--- config.mk ---
export PLATFORM = sky130hd
export DESIGN_NAME = kwdt_top
export DESIGN_NICKNAME = d
export VERILOG_FILES = /design/src/rtl/kwdt_pkg.sv /design/src/rtl/kwdt_ctrl.sv /design/src/rtl/kwdt_dp.sv /design/src/rtl/kwdt_top.sv
export SDC_FILE = /design/constraint.sdc
export NUM_CORES = 1
export LEC_CHECK = 0
export BUFFER_PORTS_ARGS = -buffer_cell sky130_fd_sc_hd__buf_2
export CELL_PAD_IN_SITES_DETAIL_PLACEMENT = 0
export CELL_PAD_IN_SITES_GLOBAL_PLACEMENT = 1
export CORE_MARGIN = 10
export CORE_UTILIZATION = 47
export CTS_CLUSTER_DIAMETER = 60
export DETAILED_ROUTE_END_ITERATION = 10
export GPL_ROUTABILITY_DRIVEN = 0
export GPL_TIMING_DRIVEN = 0
export PLACE_DENSITY = 0.91
export SYNTH_ARGS = -nofsm -noshare
export SYNTH_HDL_FRONTEND = slang
export SYNTH_SLANG_ARGS = --single-unit
--- constraint.sdc ---
create_clock -name clk -period 2.8 [get_ports clk]
set_input_delay 0.28 -clock clk [delete_from_list [all_inputs] [get_ports clk]]
set_output_delay 0.28 -clock clk [all_outputs]
set_load 0.005 [all_outputs]
--- src/rtl/kwdt_pkg.sv ---
package kwdt_pkg;
  localparam int DATA_W = 32;

  // word indices of the mapped registers
  localparam int IDX_COUNT  = 0;
  localparam int IDX_RELOAD = 1;
  localparam int IDX_KICK   = 2;
  localparam int IDX_CTRL   = 3;
  localparam int IDX_PULSE  = 6;

  localparam logic [15:0] KICK_KEY = 16'h4755;

  // top-byte codes of the pulse configuration register
  localparam logic [7:0] CODE_POL_HIGH  = 8'hA5;
  localparam logic [7:0] CODE_POL_LOW   = 8'h5A;
  localparam logic [7:0] CODE_PUSH_PULL = 8'hA8;
  localparam logic [7:0] CODE_OPEN_DRN  = 8'h8A;

  localparam logic [DATA_W-1:0] CTRL_RSVD_MASK = 32'h0000_0F00;
  localparam logic [DATA_W-1:0] CTRL_TICK_BIT  = 32'h0000_0010;

  // strobes from the control side to the counting datapath
  typedef struct packed {
    logic loadCnt;   // copy reload value into the counter
    logic runSet;    // countdown runs after the load
    logic runClr;    // stop the countdown
    logic tickBus;   // count on every clock instead of tick1us
  } dpCmd_t;
endpackage

--- src/rtl/kwdt_ctrl.sv ---
module kwdt_ctrl
  import kwdt_pkg::*;
#(
  parameter int AW = 4,
  parameter int CNT_W = 32,
  parameter int PW_W = 20,
  parameter bit FIXED_TICK = 1'b1,
  parameter logic [CNT_W-1:0] RESET_COUNT = 32'h014F_B180,
  parameter logic [PW_W-1:0] RESET_WIDTH = 20'h000FF
) (
  input  logic              clk,
  input  logic              rstN,
  input  logic              busSel,
  input  logic              busWr,
  input  logic [AW-1:0]     busWordAddr,
  input  logic [DATA_W-1:0] busWdata,
  output logic [DATA_W-1:0] busRdata,
  input  logic [CNT_W-1:0]  cntVal,
  input  logic              expireEvt,
  input  logic              memCtlRst,
  output dpCmd_t            dpCmd,
  output logic [CNT_W-1:0]  reloadVal,
  output logic [PW_W-1:0]   pulseWidth,
  output logic [DATA_W-1:0] ctrlReg,
  output logic              activeHigh,
  output logic              pushPull
);
  localparam logic [DATA_W-1:0] FORCE_MASK = FIXED_TICK ? CTRL_TICK_BIT : '0;
  localparam int GAP_W = DATA_W - 2 - PW_W;

  logic wrEn, wrReload, wrKick, wrCtrl, wrPulse;
  logic kickOk, enRise, enFall;
  logic [DATA_W-1:0] ctrlWrVal;
  logic [7:0] topByte;

  assign wrEn     = busSel && busWr;
  assign wrReload = wrEn && (int'(busWordAddr) == IDX_RELOAD);
  assign wrKick   = wrEn && (int'(busWordAddr) == IDX_KICK);
  assign wrCtrl   = wrEn && (int'(busWordAddr) == IDX_CTRL);
  assign wrPulse  = wrEn && (int'(busWordAddr) == IDX_PULSE);
  assign topByte  = busWdata[DATA_W-1 -: 8];

  assign ctrlWrVal = (busWdata & ~CTRL_RSVD_MASK) | FORCE_MASK;
  assign kickOk    = wrKick && (busWdata[15:0] == KICK_KEY);
  assign enRise    = wrCtrl && busWdata[0] && !ctrlReg[0];
  assign enFall    = wrCtrl && !busWdata[0] && ctrlReg[0];

  always_comb begin
    dpCmd.loadCnt = enRise || kickOk;
    dpCmd.runSet  = enRise || (kickOk && ctrlReg[0]);
    dpCmd.runClr  = enFall;
    dpCmd.tickBus = !ctrlReg[4];
  end

  always_ff @(posedge clk or negedge rstN) begin
    if (!rstN) begin
      reloadVal  <= RESET_COUNT;
      ctrlReg    <= FORCE_MASK;
      pulseWidth <= RESET_WIDTH;
      activeHigh <= 1'b0;
      pushPull   <= 1'b0;
    end else begin
      if (wrReload) reloadVal <= busWdata[CNT_W-1:0];
      if (expireEvt && memCtlRst) ctrlReg <= '0;
      else if (wrCtrl) ctrlReg <= ctrlWrVal;
      if (wrPulse) begin
        pulseWidth <= busWdata[PW_W-1:0];
        case (topByte)
          CODE_POL_HIGH:  activeHigh <= 1'b1;
          CODE_POL_LOW:   activeHigh <= 1'b0;
          CODE_PUSH_PULL: pushPull   <= 1'b1;
          CODE_OPEN_DRN:  pushPull   <= 1'b0;
          default: ;
        endcase
      end
    end
  end

  always_comb begin
    busRdata = '0;
    if (busSel && !busWr) begin
      case (int'(busWordAddr))
        IDX_COUNT:  busRdata = DATA_W'(cntVal);
        IDX_RELOAD: busRdata = DATA_W'(reloadVal);
        IDX_CTRL:   busRdata = ctrlReg;
        IDX_PULSE:  busRdata = {activeHigh, pushPull, {GAP_W{1'b0}}, pulseWidth};
        default:    busRdata = '0;
      endcase
    end
  end
endmodule

--- src/rtl/kwdt_dp.sv ---
module kwdt_dp
  import kwdt_pkg::*;
#(
  parameter int CNT_W = 32,
  parameter int PW_W = 20,
  parameter logic [CNT_W-1:0] RESET_COUNT = 32'h014F_B180
) (
  input  logic             clk,
  input  logic             rstN,
  input  dpCmd_t           dpCmd,
  input  logic [CNT_W-1:0] reloadVal,
  input  logic [PW_W-1:0]  pulseWidth,
  input  logic             tick1us,
  input  logic             memCtlRst,
  output logic [CNT_W-1:0] cntVal,
  output logic             running,
  output logic             expireEvt,
  output logic             pulseAct
);
  logic tickEn, atEnd;
  logic [PW_W-1:0] pulseCnt;

  assign tickEn    = dpCmd.tickBus || tick1us;
  assign atEnd     = cntVal <= CNT_W'(1);
  assign expireEvt = running && tickEn && atEnd && !dpCmd.loadCnt && !dpCmd.runClr;
  assign pulseAct  = pulseCnt != '0;

  always_ff @(posedge clk or negedge rstN) begin
    if (!rstN) begin
      cntVal  <= RESET_COUNT;
      running <= 1'b0;
    end else if (dpCmd.loadCnt) begin
      cntVal  <= reloadVal;
      running <= dpCmd.runSet;
    end else if (dpCmd.runClr) begin
      running <= 1'b0;
    end else if (running && tickEn) begin
      if (atEnd) begin
        cntVal  <= '0;
        running <= 1'b0;
      end else begin
        cntVal <= cntVal - CNT_W'(1);
      end
    end
  end

  always_ff @(posedge clk or negedge rstN) begin
    if (!rstN) begin
      pulseCnt <= '0;
    end else if (expireEvt && !memCtlRst) begin
      pulseCnt <= (pulseWidth == '0) ? PW_W'(1) : pulseWidth;
    end else if (pulseAct && tick1us) begin
      pulseCnt <= pulseCnt - PW_W'(1);
    end
  end
endmodule

--- src/rtl/kwdt_top.sv ---
module kwdt_top
  import kwdt_pkg::*;
#(
  parameter int AW = 4,
  parameter int CNT_W = 32,
  parameter int PW_W = 20,
  parameter bit FIXED_TICK = 1'b1
) (
  input  logic        clk,
  input  logic        rstN,
  input  logic        tick1us,
  input  logic        memCtlRst,
  input  logic        busSel,
  input  logic        busWr,
  input  logic [AW-1:0] busWordAddr,
  input  logic [31:0] busWdata,
  output logic [31:0] busRdata,
  output logic        rstOut,
  output logic        rstOe
);
  localparam logic [CNT_W-1:0] RESET_COUNT = CNT_W'(32'h014F_B180);
  localparam logic [PW_W-1:0]  RESET_WIDTH = PW_W'(8'hFF);

  dpCmd_t dpCmd;
  logic [CNT_W-1:0] cntVal, reloadVal;
  logic [PW_W-1:0] pulseWidth;
  logic [DATA_W-1:0] ctrlReg;
  logic activeHigh, pushPull, running, expireEvt, pulseAct, level;

  kwdt_ctrl #(
    .AW(AW), .CNT_W(CNT_W), .PW_W(PW_W), .FIXED_TICK(FIXED_TICK),
    .RESET_COUNT(RESET_COUNT), .RESET_WIDTH(RESET_WIDTH)
  ) ctrl_i (
    .clk(clk), .rstN(rstN), .busSel(busSel), .busWr(busWr),
    .busWordAddr(busWordAddr), .busWdata(busWdata), .busRdata(busRdata),
    .cntVal(cntVal), .expireEvt(expireEvt), .memCtlRst(memCtlRst),
    .dpCmd(dpCmd), .reloadVal(reloadVal), .pulseWidth(pulseWidth),
    .ctrlReg(ctrlReg), .activeHigh(activeHigh), .pushPull(pushPull)
  );

  kwdt_dp #(
    .CNT_W(CNT_W), .PW_W(PW_W), .RESET_COUNT(RESET_COUNT)
  ) dp_i (
    .clk(clk), .rstN(rstN), .dpCmd(dpCmd), .reloadVal(reloadVal),
    .pulseWidth(pulseWidth), .tick1us(tick1us), .memCtlRst(memCtlRst),
    .cntVal(cntVal), .running(running), .expireEvt(expireEvt),
    .pulseAct(pulseAct)
  );

  // pin stage: active level, then push-pull or open-drain drive
  assign level  = activeHigh ? pulseAct : !pulseAct;
  assign rstOut = pushPull ? level : 1'b0;
  assign rstOe  = pushPull ? 1'b1 : !level;
endmodule

==> run_results.csv, run 1 <==
group,metric,value,unit
pwr,ir_drop,0.4772,mV
clock_network,clockBufferDepth,2,
clock_network,cts_sinks,135,
sta,fmax,346.3,MHz
detailed_routing,drc_errors,0,
grt,track_usage,0.2251,
worst_setup_path,critPathKind,"flop to primary output",
layout,multi_input_comb_area,3968,µm²
layout,drive_gt1_frac,0.2893,
detailed_routing,drt-total-wl,24570,µm
grt,grt_start_max_net_pins,89,
sta,finalHoldViolCount,0,
layout,fill_cells,1414,
sta,rsz0062_at_grt,"true",
layout,diodes,0,
synthesis,synthFlopType,"dfrtp_1",
pwr,power_density,743.8,nW/µm²
sta,slew_violations,0,
synthesis,synth_most_common_cell,"dfrtp_1",
synthesis,synth_top_area_cell,"dfrtp_1",
pwr,finalPower,6707,µW
synthesis,synth_cell_type_count,68,
synthesis,seq_area_frac_synth,0.4540,
clock_network,cts_buffers,17,
status,outcome,"finished, violations left",
clock_network,cts_tree,"done",
synthesis,syn-num-nets,799,
synthesis,syn_inst,754,
synthesis,ys_seq_elements,135,
sta,tightest_slew,1.026,ns
layout,fin_cells,1087,
floorplanning,rows,46,
job,drv_cap,0,
placement,place_ws,-0.3112,ns
min_path,hold_class,"input port to flop",
detailed_routing,ant_nets,0,
worst_setup_path,end_kind,"primary output",
layout,syn_to_final_growth,19.80,%
synthesis,synth.avg_cell_area,9.983,µm²
detailed_routing,drtIter0Drc,925,
floorplanning,die_h,146.6,µm
pwr,p_leak,0.003596,µW
layout,utilization,0.5718,
detailed_routing,wl_per_cell,22.60,µm
synthesis,ys_warn_count,0,
worst_setup_path,critPathLaunchType,"flop",
sta,skew,0.006958,ns
synthesis,synth_common_cells,"104 x dfrtp_1, 86 x nor2_1, 60 x mux2_2",
floorplanning,ios,76,
placement,dp_hpwl,17280,µm
sta,setup_viol,2,
placement,dp_cells,1046,
placement,io_buffer_count,75,
clock_network,path_clk_slew,0.06,ns
sta,fin_crit,2.887,ns
grt,grt_pass1_vias,6635,
grt,overflow,0,
detailed_routing,drt-vias-per-instance,6.332,
sta,period_share,1.031,
sta,finalWorstSetupSlack,-0.08748,ns
synthesis,synth_enable_flop_cells,0,
detailed_routing,firstDrtPassIters,6,
layout,nets,904,
detailed_routing,vias,6883,
floorplanning,die_area,21480,µm²
clock_network,ctsHtreeMaxLevel,4,
floorplanning,initial_core_util,0.4773,
worst_setup_path,critPathMaxFanout,2,
sta,max_slew_margin,0.3159,
worst_setup_path,critPathRequiredTime,2.52,ns
floorplanning,core,15770,µm²
synthesis,synth_area_leaders,"dfrtp_1 35%, dfstp_2 11%, mux2_2 9.0%, nor2_1 4.3%, mux2i_1 3.7%",
synthesis,async_flop_share,1.000,
clock_network,clkLatencyLatePin,0.42,ns
synthesis,syn_area,7527,µm²
sta,hold_ws,0.1030,ns
grt,antenna_found_initial,1,
layout,regArea,3417,µm²
grt,grt_pass1_wl,38320,µm
status,violations,"negative setup slack",
worst_setup_path,critPathArrivalTime,2.61,ns
synthesis,yosysTopAreaCellShare,0.3457,
floorplanning,fp.dieW,146.6,µm
clock_network,root_buffer,"clkbuf_16",
-- final cells by class --
| class | count | share of cell area |
|---|---|---|
| multi-input cells | 566 | 0.4400 |
| inverters | 7 | 0.002914 |
| clock buffers | 24 | 0.05564 |
| flip-flops and latches | 135 | 0.3789 |
| repair buffers | 86 | 0.05398 |
| well taps | 216 | 0.02997 |
| plain buffers | 46 | 0.02303 |
| clock inverters | 7 | 0.01554 |
-- path summary, 6_finish.rpt --
| path | depth (start not counted) | to | start | slack [ns] |
|---|---|---|---|---|
| hold reg to reg | 2 | dp_i.cntVal[16] | ctrl_i.reloadVal[16] | 0.47 |
| min in group asynchronous | 2 | ctrl_i.pulseWidth[18] | rstN | 0.37 |
| setup reg to reg | 6 | dp_i.pulseCnt[11] | dp_i.cntVal[27] | 0.12 |
| hold / removal | 2 | ctrl_i.pushPull | busWdata[25] | 0.10 |
| setup / recovery | 8 | rstOe | dp_i.pulseCnt[1] | -0.09 |
| max in group asynchronous | 3 | ctrl_i.pulseWidth[6] | rstN | 1.61 |
-- worst max-delay path, stage by stage (launching register included) --
cell     delay (ns)
dfrtp_1        0.40
inv_2          0.09
ha_4           0.13
or4b_4         0.47
or4_4          0.45
nor2_4         0.20
xnor2_2        0.10
or2_1          0.21
buf_2          0.12
-- state kept, by name (all words and copies together) (netlist names) --
register and cells:
ctrl_i.reloadVal 32, dp_i.cntVal 32, ctrl_i.ctrlReg 28, ctrl_i.pulseWidth 20, dp_i.pulseCnt 20, ctrl_i.activeHigh 1
ctrl_i.pushPull 1, dp_i.running 1
-- repair_timing --
action | 4_1_cts | 5_1_grt
resized for setup | 13 | 12
hold buffers | 1 | 0
setup endpoints to repair | 24 | 50
pin swaps | 5 | 4
hold endpoints to repair | 39 | 0
setup buffers | 6 | 3
-- stage by stage --
step / instance area, µm² / TNS [ns]
detailed placement: 8207 / -7.571
global placement: 8173 / -53.75
CTS: 8952 / -0.1141
floorplan: 7527 / 0
global route: 9017 / -0.2490
finish: 9017 / -0.09525
-- report_power, final --
group          total (µW)  switching, µW  leakage (µW)  internal [µW]
Combinational        1300            657       0.00164            643
Sequential           2950            499       0.00165           2450
Clock                2460            853      0.000309           1600
Total                6710           2010       0.00360           4700
-- cells by family after synthesis --
group           share of synthesized area
simple gates                       0.1963
compound gates                     0.1546
buf+inv                           0.03025
mux                                0.1320
flops                              0.4540
fa+ha+maj                        0.004987
xor+xnor                          0.02793
-- placed cells by master, fill, tap and decap left out, types with 6 or more instances in the layout --
cell type	Yosys	routed
a21oi_1	55	55
a222oi_1	22	22
a22oi_1	19	19
a31oi_1	8	8
buf_1	6	6
buf_2	5	79
buf_4	0	9
clkbuf_1	32	29
clkbuf_16	0	17
dfrtp_1	104	104
dfstp_2	31	31
mux2_2	60	60
mux2i_1	28	28
nand2_1	52	52
nand3_1	15	14
nand4_1	8	8
nor2_1	86	85
nor2b_1	6	6
nor3_1	19	17
nor4_1	17	16
o21a_1	7	7
o21ai_0	29	29
or3_1	14	14
or4_1	15	14
xnor2_1	17	16
xor2_1	7	7
-- per-layer routing --
layer	share of wire	wire length (µm)	up-vias	GRT usage
met1	0.45	10970	3446	0.3143
met3	0.086	2107	40	0.06057
met5	0	0	-	0
met4	0.022	545	0	0.06857
li1	-	-	3042	-
met2	0.45	10940	355	0.3321
Note: power is estimated with default switching activity, not from simulation.
==> run 2, diff against run 1 <==
Settings changed: CORE_UTILIZATION 47 to 46, PLACE_DENSITY 0.91 to 0.9, SYNTH_HIERARCHICAL set to 1.
==> run_results.csv, run 2 <==
group,metric,value,unit
sta,period_share,0.9880,
detailed_routing,ant_nets,0,
worst_setup_path,r2r_end,"dp_i/cntVal[26]",
worst_setup_path,crit_start,"dp_i/cntVal[14]",
placement,dp_hpwl,17440,µm
floorplanning,initial_core_util,0.4681,
min_path,hold_class,"input port to flop",
detailed_routing,drt-vias-per-instance,6.353,
sta,fmax,361.5,MHz
worst_setup_path,rr_startpoint,"dp_i/cntVal[14]",
worst_setup_path,max_stage_delay,0.54,ns
grt,grt_pass1_wl,38470,µm
sta,finalHoldViolCount,0,
floorplanning,ios,76,
worst_setup_path,critPathKind,"flop to flop",
sta,fin_crit,2.766,ns
clock_network,clkLatencyLatePin,0.42,ns
layout,fin_cells,1094,
synthesis,syn_inst,760,
worst_setup_path,endpoint,"dp_i/cntVal[26]",
grt,grt_start_max_net_pins,80,
grt,grt_pass1_vias,6853,
worst_setup_path,cp_common_cell,"or4_4",
worst_setup_path,critPathRequiredTime,3.11,ns
worst_setup_path,r2r_setup_slack,0.03,ns
sta,rsz0062_at_grt,"true",
layout,diodes,0,
clock_network,cts_buffers,17,
synthesis,synth.avg_cell_area,9.748,µm²
detailed_routing,drtIter0Drc,863,
detailed_routing,drt-total-wl,24660,µm
grt,antenna_found_initial,0,
sta,tns,0,ns
placement,io_buffer_count,74,
detailed_routing,wl_per_cell,22.54,µm
sta,slew_violations,0,
sta,skew,0.008973,ns
clock_network,cts_tree,"done",
worst_setup_path,rr_worst_depth,6,
grt,track_usage,0.2232,
floorplanning,rows,46,
synthesis,syn-num-nets,805,
floorplanning,die_area,21580,µm²
layout,mostFrequentLayoutCell,"dfrtp_1",
synthesis,syn_area,7408,µm²
clock_network,ctsHtreeMaxLevel,4,
grt,overflow,0,
detailed_routing,vias,6950,
sta,setup_viol,0,
status,outcome,"complete, no violations",
layout,syn_to_final_growth,20.47,%
worst_setup_path,end_kind,"flop",
detailed_routing,firstDrtPassIters,6,
placement,dp_cells,1051,
floorplanning,die_h,146.9,µm
clock_network,path_clk_slew,0.06,ns
sta,tightest_slew,0.8318,ns
worst_setup_path,critPathArrivalTime,3.07,ns
floorplanning,core,15830,µm²
worst_setup_path,slowest_stage,"or4_4",
pwr,ir_drop,0.4586,mV
layout,drive_gt1_frac,0.2574,
pwr,p_leak,0.003642,µW
sta,max_slew_margin,0.4404,
job,drv_cap,0,
layout,most-common-layout-cells,"104 x dfrtp_1, 88 x buf_2, 63 x nand2_1",
worst_setup_path,cp_cell_sequence,"or4_4 -> buf_6 -> or4_4 -> or4_4 -> o311a_1 -> a221o_1",
floorplanning,fp.dieW,146.9,µm
detailed_routing,drc_errors,0,
pwr,power_density,743.8,nW/µm²
worst_setup_path,critPathLaunchType,"flop",
worst_setup_path,critPathMaxFanout,6,
clock_network,root_buffer,"clkbuf_16",
synthesis,ys_warn_count,6,
layout,top_regs,"ctrl_i/reloadVal: 32 flops, dp_i/cntVal: 32 flops, ctrl_i/ctrlReg: 28 flops",
clock_network,clockBufferDepth,2,
layout,nets,910,
clock_network,cts_sinks,135,
-- run 2: cell types whose count changed in the layout (fill, tap and decap cells not counted), sizes merged, moves of 14 or more --
cell    before  now
nand3       15   38
nor2        86   48
a211oi       2   18
mux2i       28    0
o21ai       32   56
buf         99  113
-- run 2: final cells by class --
type	count	area [µm²]
multi-input combinational	556	3751
clock buffer	24	491.7
inverter	14	52.55
timing repair buffer	88	504.2
fill	1427	6903
tap	216	270.3
clock inverter	8	118.9
sequential	135	3417
buffer	53	319.1
-- run 2: worst max-delay path, delay by kind of cell, from the launching register on --
family | cells | cell delay, ns
AND/OR/NAND/NOR | 3 | 1.56
flip-flops | 1 | 0.39
buffers and inverters | 1 | 0.15
AO/OA/AOI/OAI | 2 | 0.56
-- run 2: worst min-delay path by stage --
stage	startpoint	to	slack, ns	cells after the start
global route	busWdata[22]	ctrl_i/reloadVal[22]	0.09	2
floorplan	rstN	ctrl_i/activeHigh	-0.02	0
CTS	busWdata[21]	ctrl_i/reloadVal[21]	0.08	2
finish	busWdata[22]	ctrl_i/reloadVal[22]	0.1	2
global placement	ctrl_i/reloadVal[22]	dp_i/cntVal[22]	0.47	2
detailed placement	rstN	ctrl_i/reloadVal[20]	0.39	1
-- run 2: metal layers --
layer,track usage,up-vias,part of all wire
met5,0,-,0
met4,0.08375,0,0.026
met3,0.05436,54,0.077
met2,0.3442,342,0.46
met1,0.2975,3472,0.43
li1,-,3082,-
-- run 2: repair_timing --
item / in CTS / in global routing
buffers inserted: 9 / 3
gates resized for setup: 21 / 19
hold buffers: 1 / 0
endpoints found under the setup margin: 73 / 65
endpoints found under the hold margin: 67 / 0
pin swaps: 5 / 4
-- run 2: where the power goes --
part,total [µW],switching (µW),internal [µW],leakage [µW]
registers,2920,479,2440,0.00166
clock network,2340,846,1490,0.000304
logic,1380,755,624,0.00168
-- run 2: through the flow --
step	utilization	hold WS, ns	cell area (µm²)	total power, µW	setup slack (ns)
2_1_floorplan	-	-0.01559	7412	3696	0.01196
3_3_place_gp	0.5088	0.4748	8053	4117	-0.6048
3_5_place_dp	0.5109	0.3852	8087	4166	-0.6078
4_1_cts	0.5596	0.08234	8857	6558	0.01280
5_1_grt	0.5639	0.09195	8925	6929	-0.004931
6_report	0.5639	0.09840	8925	6639	0.03359
